--- src/rtl/wdt_pkg.sv ---
package wdt_pkg;
  localparam int          CODE_W    = 4;
  localparam logic [3:0]  CFG_TAG   = 4'h9;
  localparam logic [7:0]  ARM_BYTE  = 8'h81;
  localparam logic [7:0]  CFG_RESET = 8'h98;
  localparam logic        OFS_CFG   = 1'b0;
  localparam logic        OFS_CTL   = 1'b1;
endpackage

--- src/rtl/wdt_prescale.sv ---
module wdt_prescale #(
  parameter int DIV = 8
) (
  input  logic clk,
  input  logic rst,
  input  logic en,
  input  logic clr,
  output logic tick
);
  localparam int PW = (DIV > 2) ? $clog2(DIV) : 1;
  localparam logic [PW-1:0] LAST = PW'(DIV - 1);

  logic [PW-1:0] pre_q;

  assign tick = en && (pre_q == LAST);

  always_ff @(posedge clk) begin
    if (rst || clr || !en) pre_q <= '0;
    else if (pre_q == LAST) pre_q <= '0;
    else pre_q <= pre_q + 1'b1;
  end

  // Base ticks are at least DIV cycles apart (supports R3 timing)
  assert_tick_spacing_R3: assert property (@(posedge clk) disable iff (rst)
    tick |=> !tick);
endmodule

--- src/rtl/wdt_regs.sv ---
module wdt_regs
  import wdt_pkg::*;
(
  input  logic              clk,
  input  logic              rst,
  input  logic              wr_en,
  input  logic              addr,
  input  logic [7:0]        wr_data,
  input  logic              fire,
  output logic [7:0]        rd_data,
  output logic              running,
  output logic              kick,
  output logic [CODE_W-1:0] code
);
  logic [7:0] cfg_q;
  logic       run_q;
  logic       exp_q;
  logic       cfg_wr;

  assign cfg_wr  = wr_en && (addr == OFS_CFG) && (wr_data[7:4] == CFG_TAG);
  assign kick    = wr_en && (addr == OFS_CTL) && (wr_data == ARM_BYTE);
  assign running = run_q;
  assign code    = cfg_q[CODE_W-1:0];
  assign rd_data = (addr == OFS_CFG) ? cfg_q : {1'b1, 5'b0, exp_q, run_q};

  always_ff @(posedge clk) begin
    if (rst) begin
      cfg_q <= CFG_RESET;
      run_q <= 1'b0;
      exp_q <= 1'b0;
    end else begin
      if (cfg_wr) cfg_q <= wr_data;
      if (kick)   run_q <= 1'b1;
      if (fire)   exp_q <= 1'b1;
    end
  end

  assert_bad_cfg_ignored_R2: assert property (@(posedge clk) disable iff (rst)
    (wr_en && addr == OFS_CFG && wr_data[7:4] != CFG_TAG) |=> $stable(cfg_q));
  assert_run_locked_R5: assert property (@(posedge clk) disable iff (rst)
    run_q |=> run_q);
  assert_expired_sticky_R8: assert property (@(posedge clk) disable iff (rst)
    exp_q |=> exp_q);
  assert_stay_stopped_R4: assert property (@(posedge clk) disable iff (rst)
    (!run_q && !kick) |=> !run_q);
endmodule

--- src/rtl/wdt_countdown.sv ---
module wdt_countdown
  import wdt_pkg::*;
#(
  parameter int CNT_W = 1 << CODE_W
) (
  input  logic              clk,
  input  logic              rst,
  input  logic              run,
  input  logic              tick,
  input  logic              kick,
  input  logic [CODE_W-1:0] code,
  output logic              fire,
  output logic              reset_req
);
  logic [CNT_W-1:0] cnt_q;
  logic [CNT_W-1:0] load;

  assign load = CNT_W'(1) << code;
  assign fire = run && tick && !kick && (cnt_q == CNT_W'(1));

  always_ff @(posedge clk) begin
    if (rst) begin
      cnt_q     <= '0;
      reset_req <= 1'b0;
    end else begin
      reset_req <= fire;
      if (kick || fire)     cnt_q <= load;
      else if (run && tick) cnt_q <= cnt_q - 1'b1;
    end
  end

  assert_single_pulse_R8: assert property (@(posedge clk) disable iff (rst)
    reset_req |=> !reset_req);
  assert_quiet_when_stopped_R1: assert property (@(posedge clk) disable iff (rst)
    !run |=> !reset_req);
  assert_kick_defers_R6: assert property (@(posedge clk) disable iff (rst)
    kick |=> !reset_req);
  assert_count_live_R3: assert property (@(posedge clk) disable iff (rst)
    run |-> (cnt_q != '0));
endmodule

--- src/rtl/lockable_wdt.sv ---
module lockable_wdt
  import wdt_pkg::*;
#(
  parameter int CLK_HZ = 100_000_000
) (
  input  logic       clk,
  input  logic       rst,
  input  logic       wr_en,
  input  logic       addr,
  input  logic [7:0] wr_data,
  output logic [7:0] rd_data,
  output logic       reset_req
);
  localparam int DIV = CLK_HZ / 8;

  logic              running;
  logic              kick;
  logic              tick;
  logic              fire;
  logic [CODE_W-1:0] code;

  initial begin
    if (DIV < 2) $error("CLK_HZ must give at least two clocks per base tick");
  end

  wdt_regs u_regs (
    .clk(clk), .rst(rst), .wr_en(wr_en), .addr(addr), .wr_data(wr_data),
    .fire(fire), .rd_data(rd_data), .running(running), .kick(kick), .code(code)
  );

  wdt_prescale #(.DIV(DIV)) u_pre (
    .clk(clk), .rst(rst), .en(running), .clr(kick), .tick(tick)
  );

  wdt_countdown u_cnt (
    .clk(clk), .rst(rst), .run(running), .tick(tick), .kick(kick),
    .code(code), .fire(fire), .reset_req(reset_req)
  );

  // Reset request always coincides with a set expired flag in status
  assert_pulse_flags_R8: assert property (@(posedge clk) disable iff (rst)
    reset_req |-> (u_regs.rd_data[1] || addr == OFS_CFG));
endmodule

--- config.mk ---
export PLATFORM = sky130hd
export DESIGN_NAME = lockable_wdt
export DESIGN_NICKNAME = d
export VERILOG_FILES = /design/src/rtl/wdt_pkg.sv /design/src/rtl/wdt_prescale.sv /design/src/rtl/wdt_regs.sv /design/src/rtl/wdt_countdown.sv /design/src/rtl/lockable_wdt.sv
export SDC_FILE = /design/constraint.sdc
export NUM_CORES = 1
export LEC_CHECK = 0
export BUFFER_PORTS_ARGS = -buffer_cell sky130_fd_sc_hd__buf_2
export CAP_MARGIN = 20
export CORE_ASPECT_RATIO = 1.1
export CORE_MARGIN = 2
export CORE_UTILIZATION = 55
export CTS_CLUSTER_SIZE = 25
export DETAILED_ROUTE_END_ITERATION = 10
export PLACE_DENSITY = 0.85
export REMOVE_ABC_BUFFERS = 1
export SYNTH_ARGS = -nofsm -noshare
export SYNTH_HDL_FRONTEND = slang
export SYNTH_SLANG_ARGS = --single-unit
--- constraint.sdc ---
create_clock -name clk -period 2.25 [get_ports clk]
set_clock_uncertainty 0.05 [all_clocks]
set_input_delay 0.225 -clock clk [delete_from_list [all_inputs] [get_ports clk]]
set_output_delay 0.225 -clock clk [all_outputs]
set_load 0.005 [all_outputs]
==> out/qor.txt <==
Outcome -> finished, final reports clean
Static leakage -> 1.19 nW
1st-iter DRT viols -> 292
Final wirelength -> 7880 um
Synth Flop Type -> dfxtp_1
Clk sink count -> 51
Die Y -> 80.3 um
Largest net degree at the start of global routing -> 25
Filler cells -> 429
Setup ws final -> 0.188 ns
Max-cap viol count -> 0
Overflow left after global routing -> 0
Most frequent cells in the layout -> 53 x nor2_1, 51 x dfxtp_1, 28 x nand2_1
Core footprint -> 0.00507 sq mm
Tmin final -> 2.06 ns
First-pass GRT wire length -> 12900 um
Critical path startpoint category -> flop
Crit-path slowest cell -> dfxtp_1
Global-route usage over all layers -> 28.1%
Die X -> 73.4 um
Fmax -> 485 MHz
HPWL Detailed -> 5740 um
Die ar. -> 0.00589 sq mm
Buf+Inv Stages, Crit Path -> 1
M1 GR Usage -> 33.2%
Layout cells sized above 1 -> 16.8%
Skew-Pair Late Insertion Delay -> 0.31 ns
ANT nets after route -> 0
RSZ-0062 raised after global routing -> no
Cell family with most CP delay -> simple AND/OR/NAND/NOR gates
Inserted Diodes -> 0
Arr. time, crit path -> 2.18 ns
Total negative slack -> 0 ns
Root Buffer -> clkbuf_8
Met3 Track Usage GR -> 5.02%
Post-Syn Area per Cell -> 8.02 sq um
Post-synthesis cell type count -> 56
Worst slew margin -> 57.4%
Worst setup EP type -> flop
Starting density of the core -> 57.4%
Sequential area share after synthesis -> 35.1%
I/O Pins -> 21
Design Area, Final -> 0.00333 sq mm
Htree depth -> 2
WL per Instance -> 17.4 um
Vias -> 2929
Mapped cell area -> 0.00291 sq mm
Final setup viols -> 0
# DRC -> 0
TritonCTS Buffers -> 5
Crit share post-route -> 91.6%
Initial antenna violation count -> 0
Most common cell after layout, fill and taps aside -> nor2_1
Placed cell areas -> 0.00320 sq mm
Ys async rst share -> 0%
Clock Pin Slew Worst Setup and Hold Paths -> 0.10 ns
GRT met2 Usage -> 49.6%
CP Max Fanout -> 6
Worst path cell trace -> ha_1 -> nor4b_1 -> nand2_1 -> nor2_1 -> buf_4 -> mux2i_1 -> o221ai_1
Clk buf depth -> 2
Port bufs -> 20
Synth Warn # -> 0
Synthesized netlist cell count -> 363
Post-CTS Hold Fix Bufs -> 0
Slew Limit Fails -> 0
Final hold vios -> 0
Net count, final -> 408
Number of global-route vias before repair -> 2781
Initial DRT Pass Iterations -> 5
Worst-margin pin slew -> 0.636 ns
Total power density per cell area -> 511 mW/mm^2
Crit path required time -> 2.37 ns
Crit-path max cell delay -> 0.42 ns
Setup Crit Path Kind -> reg -> reg
Setup Buffers After CTS -> 0
Dpl ws -> 0.242 ns
Worst hold path type -> in -> reg
Seq cells post-synth -> 51
Vias per cell -> 6.48
Row count -> 27
Post-synth EDFFs -> 0
GP Congestion -> 0.951
Busiest grt layer -> met2
CTS resizes -> 0
P&R area growth vs syn -> 14.5%
Worst VDD drop -> 0.441 mV
CTS tree -> built
[per-stage QoR]
| stage | hold slack [ns] | std cells | total power, mW | utilization [%] |
|---|---|---|---|---|
| after global routing | 0.147 | 452 | 1.75 | 65.8 |
| after detailed placement | 0.374 | 444 | 0.966 | 63.1 |
| after global placement | 0.368 | 444 | 0.964 | 63.1 |
| after CTS | 0.112 | 452 | 1.71 | 65.8 |
| after floorplan | 0.244 | 344 | 0.940 | - |
| final | 0.111 | 452 | 1.70 | 65.8 |
[Yosys cell counts (5+ instances only)]
cell type	number	area, sq um
a21oi_1	13	65.1
a31oi_1	5	31.3
and2_1	6	37.5
and3_1	8	50.1
and4_1	7	61.3
buf_2	5	25.0
clkbuf_1	13	48.8
dfxtp_1	51	1020
inv_1	6	22.5
mux2i_1	10	100
nand2_1	28	105
nand3_1	14	70.1
nand4_1	17	106
nor2_1	53	199
nor2b_1	9	56.3
nor3_1	20	100
nor4_1	6	37.5
o211ai_1	7	52.6
o21ai_0	7	35.0
or3_1	7	43.8
xnor2_1	17	149
xor2_1	5	43.8
[worst register-to-register path, delay by kind of cell, from the launching register on]
family | cells | cell delay (ns)
buf+inv | 1 | 0.19
mux | 1 | 0.18
simple gates | 3 | 0.80
flops | 1 | 0.42
compound gates | 1 | 0.12
fa+ha+maj | 1 | 0.17
[logic make-up (layout without fill, tap and decap cells)]
kind of cell / count (synthesis) / count (layout) / share of synthesized area [%]
fa+ha+maj: 3 / 3 / 1.29
buf+inv: 25 / 56 / 3.44
simple gates: 198 / 198 / 37.1
mux: 12 / 12 / 4.21
flops: 51 / 51 / 35.1
compound gates: 52 / 52 / 12.3
xor+xnor: 22 / 22 / 6.62
[flip-flops by register name (all words and copies together) (netlist names)]
register and count:
u_pre.pre_q 24, u_cnt.cnt_q 16, u_regs.cfg_q 8, u_cnt.reset_req 1, u_regs.exp_q 1, u_regs.running 1
[path summary, 6_finish.rpt]
kind	startpoint	slack (ns)	to	cells after the start
setup / recovery	u_cnt.cnt_q[0]$_SDFFE_PP0P_	0.19	u_cnt.cnt_q[9]$_SDFFE_PP0P_	7
hold / removal	wr_data[2]	0.11	u_regs.cfg_q[2]$_SDFFE_PP0P_	3
setup reg to reg	u_cnt.cnt_q[0]$_SDFFE_PP0P_	0.19	u_cnt.cnt_q[9]$_SDFFE_PP0P_	7
hold reg to reg	u_regs.cfg_q[4]$_SDFFE_PP1P_	0.39	u_regs.cfg_q[4]$_SDFFE_PP1P_	1
[layout make-up]
class	count	area [sq um]	area share (%)
multi-input cells	287	1790	53.7
flip-flops and latches	51	1020	30.6
repair buffers	42	290	8.71
well taps	58	72.6	2.18
clock buffers	5	68.8	2.07
clock inverters	3	67.6	2.03
inverters	6	22.5	0.676
[per-layer routing]
metal | vias to the layer above | wire length, um
met3 | 25 | 491
met1 | 1380 | 3170
li1 | 1381 | -
met5 | - | 0
met2 | 143 | 4000
met4 | 0 | 221
[where the power goes]
group          leakage, nW  internal (mW)  switching [mW]  total, mW
clock               0.0644          0.443           0.313      0.756
sequential           0.411          0.902         0.00172      0.904
combinational        0.717         0.0159          0.0261     0.0420
Power figures use the tool's default switching activity.
